`src/rtl/pipe_sram_pkg.sv`:
```
`timescale 1ns/1ps
package pipe_sram_pkg;

  localparam int LANE_W = 9;

  typedef enum logic [1:0] {
    OP_IDLE = 2'd0,
    OP_RD   = 2'd1,
    OP_WR   = 2'd2
  } op_e;

  // Low two address bits for burst step 'step' from start 'start'.
  function automatic logic [1:0] burst_lsb(input logic [1:0] start,
                                           input logic [1:0] step,
                                           input logic       ilv);
    logic [1:0] r;
    if (ilv) r = start ^ step;
    else     r = start + step;
    return r;
  endfunction

endpackage

```
`src/rtl/pipe_sram_cmd.sv`:
```
`timescale 1ns/1ps
module pipe_sram_cmd
  import pipe_sram_pkg::*;
#(
  parameter int ADDR_W = 6,
  parameter int NBYTE  = 4
) (
  input  logic              clk,
  input  logic              rst_n,
  input  logic              ce,
  input  logic              sel1_n,
  input  logic              sel2,
  input  logic              sel3_n,
  input  logic              ld_n,
  input  logic              we_n,
  input  logic [NBYTE-1:0]  be_n,
  input  logic [ADDR_W-1:0] addr,
  input  logic              ilv,
  output op_e               iss_op,
  output logic [ADDR_W-1:0] iss_addr,
  output logic [NBYTE-1:0]  iss_be
);

  op_e               last_q, last_d;
  logic [ADDR_W-1:0] base_q, base_d;
  logic [1:0]        step_q, step_d;
  logic              chip_on;

  // Next-state: decode the command for this edge.
  always_comb begin
    chip_on = !sel1_n && sel2 && !sel3_n;
    if (!ld_n) begin
      base_d = addr;
      step_d = 2'd0;
      if (!chip_on)  last_d = OP_IDLE;
      else if (we_n) last_d = OP_RD;
      else           last_d = OP_WR;
    end else begin
      base_d = base_q;
      step_d = step_q + 2'd1;
      last_d = last_q;
    end
  end

  assign iss_op   = last_d;
  assign iss_addr = {base_d[ADDR_W-1:2], burst_lsb(base_d[1:0], step_d, ilv)};
  assign iss_be   = (last_d == OP_WR) ? ~be_n : '0;

  // State registers with explicit clock enable.
  always_ff @(posedge clk or negedge rst_n) begin
    if (!rst_n) begin
      last_q <= OP_IDLE;
      base_q <= '0;
      step_q <= 2'd0;
    end else if (ce) begin
      last_q <= last_d;
      base_q <= base_d;
      step_q <= step_d;
    end
  end

  assert_hold_state_R1: assert property (@(posedge clk) disable iff (!rst_n)
    !ce |=> ($stable(last_q) && $stable(base_q) && $stable(step_q)));

endmodule

```
`src/rtl/pipe_sram_pipe.sv`:
```
`timescale 1ns/1ps
module pipe_sram_pipe
  import pipe_sram_pkg::*;
#(
  parameter int ADDR_W = 6,
  parameter int NBYTE  = 4
) (
  input  logic              clk,
  input  logic              rst_n,
  input  logic              ce,
  input  op_e               iss_op,
  input  logic [ADDR_W-1:0] iss_addr,
  input  logic [NBYTE-1:0]  iss_be,
  output op_e               s1_op,
  output logic [ADDR_W-1:0] s1_addr,
  output op_e               s2_op,
  output logic [ADDR_W-1:0] s2_addr,
  output logic [NBYTE-1:0]  s2_be
);

  logic [NBYTE-1:0] s1_be;

  // Stage 1: command issued at the last enabled edge.
  // Stage 2: command issued two enabled edges ago (data phase now).
  always_ff @(posedge clk or negedge rst_n) begin
    if (!rst_n) begin
      s1_op   <= OP_IDLE;
      s1_addr <= '0;
      s1_be   <= '0;
      s2_op   <= OP_IDLE;
      s2_addr <= '0;
      s2_be   <= '0;
    end else if (ce) begin
      s1_op   <= iss_op;
      s1_addr <= iss_addr;
      s1_be   <= iss_be;
      s2_op   <= s1_op;
      s2_addr <= s1_addr;
      s2_be   <= s1_be;
    end
  end

  assert_hold_pipe_R1: assert property (@(posedge clk) disable iff (!rst_n)
    !ce |=> ($stable(s1_op) && $stable(s2_op) && $stable(s1_addr) && $stable(s2_addr)));

endmodule

```
`src/rtl/pipe_sram_store.sv`:
```
`timescale 1ns/1ps
module pipe_sram_store
  import pipe_sram_pkg::*;
#(
  parameter int ADDR_W = 6,
  parameter int DATA_W = 36
) (
  input  logic              clk,
  input  logic              rst_n,
  input  logic              ce,
  input  op_e               s1_op,
  input  logic [ADDR_W-1:0] s1_addr,
  input  op_e               s2_op,
  input  logic [ADDR_W-1:0] s2_addr,
  input  logic [DATA_W/LANE_W-1:0] s2_be,
  input  logic [DATA_W-1:0] wdata,
  output logic [DATA_W-1:0] rd_q,
  output logic              rd_vld_q
);

  localparam int NBYTE = DATA_W / LANE_W;
  localparam int DEPTH = 1 << ADDR_W;

  logic [DATA_W-1:0] rd_word;
  logic [NBYTE-1:0]  fwd_hit;

  // One storage array per byte lane; the data-phase write and the
  // forward path for a read directly behind it.
  for (genvar b = 0; b < NBYTE; b++) begin : g_lane
    logic [LANE_W-1:0] lane_mem [DEPTH];
    logic [LANE_W-1:0] wbyte;

    assign wbyte      = wdata[b*LANE_W +: LANE_W];
    assign fwd_hit[b] = (s2_op == OP_WR) && s2_be[b] && (s2_addr == s1_addr);
    assign rd_word[b*LANE_W +: LANE_W] = fwd_hit[b] ? wbyte : lane_mem[s1_addr];

    always_ff @(posedge clk) begin
      if (ce && (s2_op == OP_WR) && s2_be[b]) begin
        lane_mem[s2_addr] <= wbyte;
      end
    end
  end

  // Registered read output.
  always_ff @(posedge clk or negedge rst_n) begin
    if (!rst_n) begin
      rd_q     <= '0;
      rd_vld_q <= 1'b0;
    end else if (ce) begin
      rd_vld_q <= (s1_op == OP_RD);
      if (s1_op == OP_RD) begin
        rd_q <= rd_word;
      end
    end
  end

  assert_read_slot_R8: assert property (@(posedge clk) disable iff (!rst_n)
    (ce && s1_op == OP_RD) |=> rd_vld_q);

  assert_no_stray_read_R8: assert property (@(posedge clk) disable iff (!rst_n)
    (ce && s1_op != OP_RD) |=> !rd_vld_q);

  assert_forward_full_R10: assert property (@(posedge clk) disable iff (!rst_n)
    (ce && s1_op == OP_RD && s2_op == OP_WR && s2_addr == s1_addr && (&s2_be))
      |=> (rd_q == $past(wdata)));

endmodule

```
`src/rtl/pipe_sram.sv`:
```
`timescale 1ns/1ps
module pipe_sram
  import pipe_sram_pkg::*;
#(
  parameter int ADDR_W = 6,
  parameter int DATA_W = 36
) (
  input  logic                     clk,
  input  logic                     rst_n,
  input  logic                     clk_en_n,
  input  logic                     sel1_n,
  input  logic                     sel2,
  input  logic                     sel3_n,
  input  logic                     ld_n,
  input  logic                     we_n,
  input  logic [DATA_W/LANE_W-1:0] be_n,
  input  logic [ADDR_W-1:0]        addr,
  input  logic                     burst_ilv,
  input  logic                     oe_n,
  input  logic [DATA_W-1:0]        wdata,
  output logic [DATA_W-1:0]        rdata,
  output logic                     rdata_oe
);

  localparam int NBYTE = DATA_W / LANE_W;

  logic [1:0]        rsync_q;
  logic              rst_q_n;
  logic              ce;
  op_e               iss_op, s1_op, s2_op;
  logic [ADDR_W-1:0] iss_addr, s1_addr, s2_addr;
  logic [NBYTE-1:0]  iss_be, s2_be;
  logic [DATA_W-1:0] rd_q;
  logic              rd_vld_q;

  // Reset asserts asynchronously, releases on the clock.
  always_ff @(posedge clk or negedge rst_n) begin
    if (!rst_n) rsync_q <= 2'b00;
    else        rsync_q <= {rsync_q[0], 1'b1};
  end
  assign rst_q_n = rsync_q[1];
  assign ce      = !clk_en_n;

  pipe_sram_cmd #(.ADDR_W(ADDR_W), .NBYTE(NBYTE)) cmd_i (
    .clk(clk), .rst_n(rst_q_n), .ce(ce),
    .sel1_n(sel1_n), .sel2(sel2), .sel3_n(sel3_n),
    .ld_n(ld_n), .we_n(we_n), .be_n(be_n), .addr(addr), .ilv(burst_ilv),
    .iss_op(iss_op), .iss_addr(iss_addr), .iss_be(iss_be)
  );

  pipe_sram_pipe #(.ADDR_W(ADDR_W), .NBYTE(NBYTE)) pipe_i (
    .clk(clk), .rst_n(rst_q_n), .ce(ce),
    .iss_op(iss_op), .iss_addr(iss_addr), .iss_be(iss_be),
    .s1_op(s1_op), .s1_addr(s1_addr),
    .s2_op(s2_op), .s2_addr(s2_addr), .s2_be(s2_be)
  );

  pipe_sram_store #(.ADDR_W(ADDR_W), .DATA_W(DATA_W)) store_i (
    .clk(clk), .rst_n(rst_q_n), .ce(ce),
    .s1_op(s1_op), .s1_addr(s1_addr),
    .s2_op(s2_op), .s2_addr(s2_addr), .s2_be(s2_be),
    .wdata(wdata), .rd_q(rd_q), .rd_vld_q(rd_vld_q)
  );

  // Output enable acts without the clock.
  assign rdata_oe = rd_vld_q && !oe_n;
  assign rdata    = rdata_oe ? rd_q : '0;

  assert_burst_type_R4: assert property (@(posedge clk) disable iff (!rst_q_n)
    (ce && ld_n) |=> (s1_op == $past(s1_op)));

  assert_deselect_R2: assert property (@(posedge clk) disable iff (!rst_q_n)
    (ce && !ld_n && (sel1_n || !sel2 || sel3_n)) |=> (s1_op == OP_IDLE));

  assert_load_read_R3: assert property (@(posedge clk) disable iff (!rst_q_n)
    (ce && !ld_n && !sel1_n && sel2 && !sel3_n && we_n) |=> (s1_op == OP_RD));

endmodule

```
`config.mk`:
```
export PLATFORM = sky130hd
export DESIGN_NAME = pipe_sram
export DESIGN_NICKNAME = d
export VERILOG_FILES = /design/src/rtl/pipe_sram_pkg.sv /design/src/rtl/pipe_sram_cmd.sv /design/src/rtl/pipe_sram_pipe.sv /design/src/rtl/pipe_sram_store.sv /design/src/rtl/pipe_sram.sv
export SDC_FILE = /design/constraint.sdc
export NUM_CORES = 2
export LEC_CHECK = 0
export BUFFER_PORTS_ARGS = -buffer_cell sky130_fd_sc_hd__buf_2
export CORE_ASPECT_RATIO = 1.75
export CORE_MARGIN = 3
export CORE_UTILIZATION = 63
export CTS_CLUSTER_DIAMETER = 40
export DETAILED_ROUTE_END_ITERATION = 8
export PLACE_DENSITY = 0.79
export SLEW_MARGIN = 0
export SYNTH_ARGS = -nofsm -noshare
export SYNTH_HDL_FRONTEND = slang
export SYNTH_HIERARCHICAL = 1
export SYNTH_SLANG_ARGS = --single-unit
```
`constraint.sdc`:
```
create_clock -name clk -period 2.9 [get_ports clk]
set_input_delay 0.58 -clock clk [delete_from_list [all_inputs] [get_ports clk]]
set_output_delay 0.58 -clock clk [all_outputs]
set_load 0.01 [all_outputs]
```
==> results.py <==
metrics = {
    "clock_network": {
        "h-tree-depth": 4,
        "cts_tree": "built",
        "cts_inserted_buffers": 196,
        "root_buffer": "clkbuf_16",
        "cts_max_path_buffers": 3,
        "clock-sinks": 2377,
        "clk_pin_slew_ps": 70,
        "clk_latency_ps": 850,
    },
    "power": {
        "power_density_nw_per_um2": 766,
        "leakage_nw": 34.1,
        "peakVddDrop_uv": 599,
    },
    "setup_path": {
        "cp.required_ps": 3650,
        "slowest_delay_ps": 760,
        "worst-path-max-fanout": 21,
        "crit_buf_inv": 2,
        "reg2regPathDepth": 7,
        "path_class": "register to register",
        "cp-start-kind": "register",
        "path_cells": "buf_4, nor2b_4, buf_4, a22oi_1, a21oi_1, nor4_1, o21ai_1",
        "regToRegEndpoint": "store_i/rd_q[28]",
        "critPathTopFamily": "compound AO/OA/AOI/OAI gates",
        "worst-r2r-setup-slack_ps": -120,
        "crit_path_frequent_cell": "buf_4",
        "r2r-start": "pipe_i/s1_addr[1]",
        "worstSetupEndpointType": "register",
        "slowest_stage": "dfrtp_4",
        "cp_data_arrival_time_ps": 3770,
    },
    "logic_synthesis": {
        "synth_flop_cell": "edfxtp_1",
        "synth-seq-area-share": 0.768,
        "syn_inst": 4320,
        "yosys_warnings": 6,
        "netlist_area_um2": 92500,
        "synthArstFlopShare": 0.0307,
        "synth_fp_nets": 4377,
        "synth_cell_types": 73,
        "avgSynthCellArea_um2": 21.4,
        "synth_edf_count": 2304,
        "synth-seq-cells": 2377,
    },
    "die": {
        "fp.dieW_um": 296,
        "coreArea_um2": 146000,
        "die_y_um": 513,
        "num_rows": 185,
        "start_util": 0.635,
        "ioPinCount": 93,
        "dieArea_um2": 152000,
    },
    "routing": {
        "ant_nets": 0,
        "totalWireLength_um": 259000,
        "drt-initial-drc-count": 7347,
        "vias": 49559,
        "drtPass1Iterations": 6,
        "viasPerCell": 7.16,
        "drt-wirelength-per-cell_um": 37.5,
        "drc": 0,
    },
    "sta": {
        "rsz0062_at_grt": "yes",
        "fin_crit_sh": 1.04,
        "fin_ws_ps": -121,
        "relSlewSlack": 0.323,
        "max_freq_ghz": 0.331,
        "worst_pin_slew_ps": 1010,
        "fin_skew_ps": 54.8,
        "hold_viol": 0,
        "slew_violations": 0,
        "fin_crit_ps": 3020,
        "setup_violations": 8,
    },
    "global_routing": {
        "grt_pass1_vias": 50557,
        "track_usage": 0.349,
        "grt_pass1_wl_um": 367000,
        "grt_max_degree": 67,
        "antenna_found_initial": 17,
        "grt.overflow.total": 0,
    },
    "outcome": {
        "violations": "negative setup slack",
        "outcome": "finished, violations left",
    },
    "placement": {
        "gp_congestion": 0.955,
        "port-buffer-count": 92,
        "dp.cells": 6536,
        "dp.final_hpwl_um": 168000,
    },
    "finish": {
        "drive_gt1_frac": 0.320,
        "n_fill_cell": 7626,
        "layout_commonest_cell": "edfxtp_1",
        "syn_to_final_growth_pct": 14.0,
        "utilization": 0.724,
        "nets": 4925,
        "final_cell_mix": "edfxtp_1, mux4_2, buf_4",
        "fin_cells": 6918,
    },
    "job": {
        "max_cap_violations": 0,
    },
    "worst_hold_path": {
        "min-delay-path-class": "primary input to async pin",
    },
}
-- worst register-to-register path, delay by kind of cell (launching register included) --
kind,cells,cell delay (ps)
flops,1,760
simple gates,2,370
buf+inv,2,810
compound gates,3,990
-- worst max-delay path by stage --
stage,start,to,slack [ps],depth (start not counted)
floorplan,pipe_i/s1_addr[0],store_i/rd_q[10],540,8
global placement,pipe_i/s1_addr[2],store_i/rd_q[30],-340,7
detailed placement,pipe_i/s1_addr[0],store_i/rd_q[19],-330,7
CTS,pipe_i/s1_addr[0],store_i/rd_q[21],-4,8
global route,pipe_i/s1_addr[0],store_i/rd_q[19],-30,6
finish,pipe_i/s1_addr[1],store_i/rd_q[28],-120,7
-- per-stage QoR --
stage / setup slack (ps) / setup TNS [ps] / total power, mW / hold WS, ps / instance area (um2)
final: -121 / -367 / 80.7 / 49.9 / 105000
after global routing: -31.1 / -114 / 82.6 / 21.7 / 105000
after CTS: -3.68 / -3.68 / 80.4 / 3.70 / 105000
after detailed placement: -333 / -634 / 53.4 / 344 / 98500
after global placement: -335 / -464 / 53.2 / 340 / 98500
after floorplan: 535 / 0 / 48.0 / 284 / 92500
-- registers in the layout, indices dropped and copies added, names as in the netlist --
register,count
pipe_i/s2_be,4
pipe_i/s1_op,2
store_i/rd_q,36
pipe_i/s1_be,4
cmd_i/step_q,2
pipe_i/s2_op,2
pipe_i/s1_addr,6
store_i/g_lane.lane_mem,2304
rsync_q,2
cmd_i/base_q,6
cmd_i/last_q,2
store_i/rd_vld_q,1
pipe_i/s2_addr,6
-- layout make-up --
class                           instances  area (um2)  area share
Tap cell                             1870        2340      0.0222
Timing Repair Buffer                  614        5200      0.0493
Multi-Input combinational cell       1654       20100       0.191
Inverter                               25        96.3    0.000914
Clock inverter                        109        1300      0.0123
Sequential cell                      2377       71000       0.674
Clock buffer                          257        5310      0.0504
Antenna cell                           12        30.0    0.000285
-- logic make-up (layout without fill, tap and decap cells) --
group	Yosys count	count (layout)	synth area share
compound gates	357	357	0.0269
xor+xnor	8	8	0.000920
fa+ha+maj	1	1	0.000135
buf+inv	289	1005	0.0164
flops	2377	2377	0.768
mux	707	707	0.158
other cells	1	13	0.0000406
simple gates	580	580	0.0292
-- Yosys cell counts (8+ instances only) --
| master | instances | area, um2 |
|---|---|---|
| a21oi_1 | 79 | 395 |
| a22oi_1 | 153 | 1150 |
| a2bb2oi_1 | 15 | 131 |
| a31oi_1 | 10 | 62.6 |
| a32oi_1 | 17 | 149 |
| and2_1 | 13 | 81.3 |
| and3b_1 | 23 | 201 |
| and3b_2 | 16 | 160 |
| buf_1 | 32 | 120 |
| buf_2 | 51 | 255 |
| buf_4 | 41 | 308 |
| buf_6 | 24 | 270 |
| clkbuf_1 | 111 | 417 |
| clkinv_1 | 16 | 60.1 |
| dfrtp_1 | 73 | 1830 |
| edfxtp_1 | 2304 | 69200 |
| mux2_2 | 25 | 282 |
| mux2_4 | 20 | 300 |
| mux2i_1 | 64 | 641 |
| mux4_2 | 595 | 13400 |
| nand2_1 | 145 | 544 |
| nand2b_1 | 8 | 50.1 |
| nand3_1 | 17 | 85.1 |
| nand4_1 | 12 | 75.1 |
| nor2_1 | 275 | 1030 |
| nor2b_1 | 10 | 62.6 |
| nor3_1 | 8 | 40.0 |
| nor4_1 | 21 | 131 |
| o21ai_1 | 21 | 105 |
| o22a_1 | 8 | 70.1 |
| o22ai_1 | 14 | 87.6 |
-- power breakdown --
part / switching [mW] / internal [mW]
clock network: 12.3 / 14.9
logic: 8.24 / 6.62
registers: 0.738 / 37.9
-- routing by layer --
metal  wire [um]  vias up  GRT usage
li1            -    19077          -
met1       74600    25075      0.399
met2      130000     4208      0.575
met3       29400     1186     0.0886
met4       24900       13      0.245
met5         182        -    0.00553
-- repair_timing --
item | 4_1_cts | 5_1_grt
buffers inserted | 0 | 0
setup endpoints to repair | 11 | 20
hold buffers | 2 | 0
gates cloned | 0 | 2
endpoints found under the hold margin | 3 | 0
gates resized for setup | 15 | 22
Note: power is estimated with default switching activity, not from simulation.
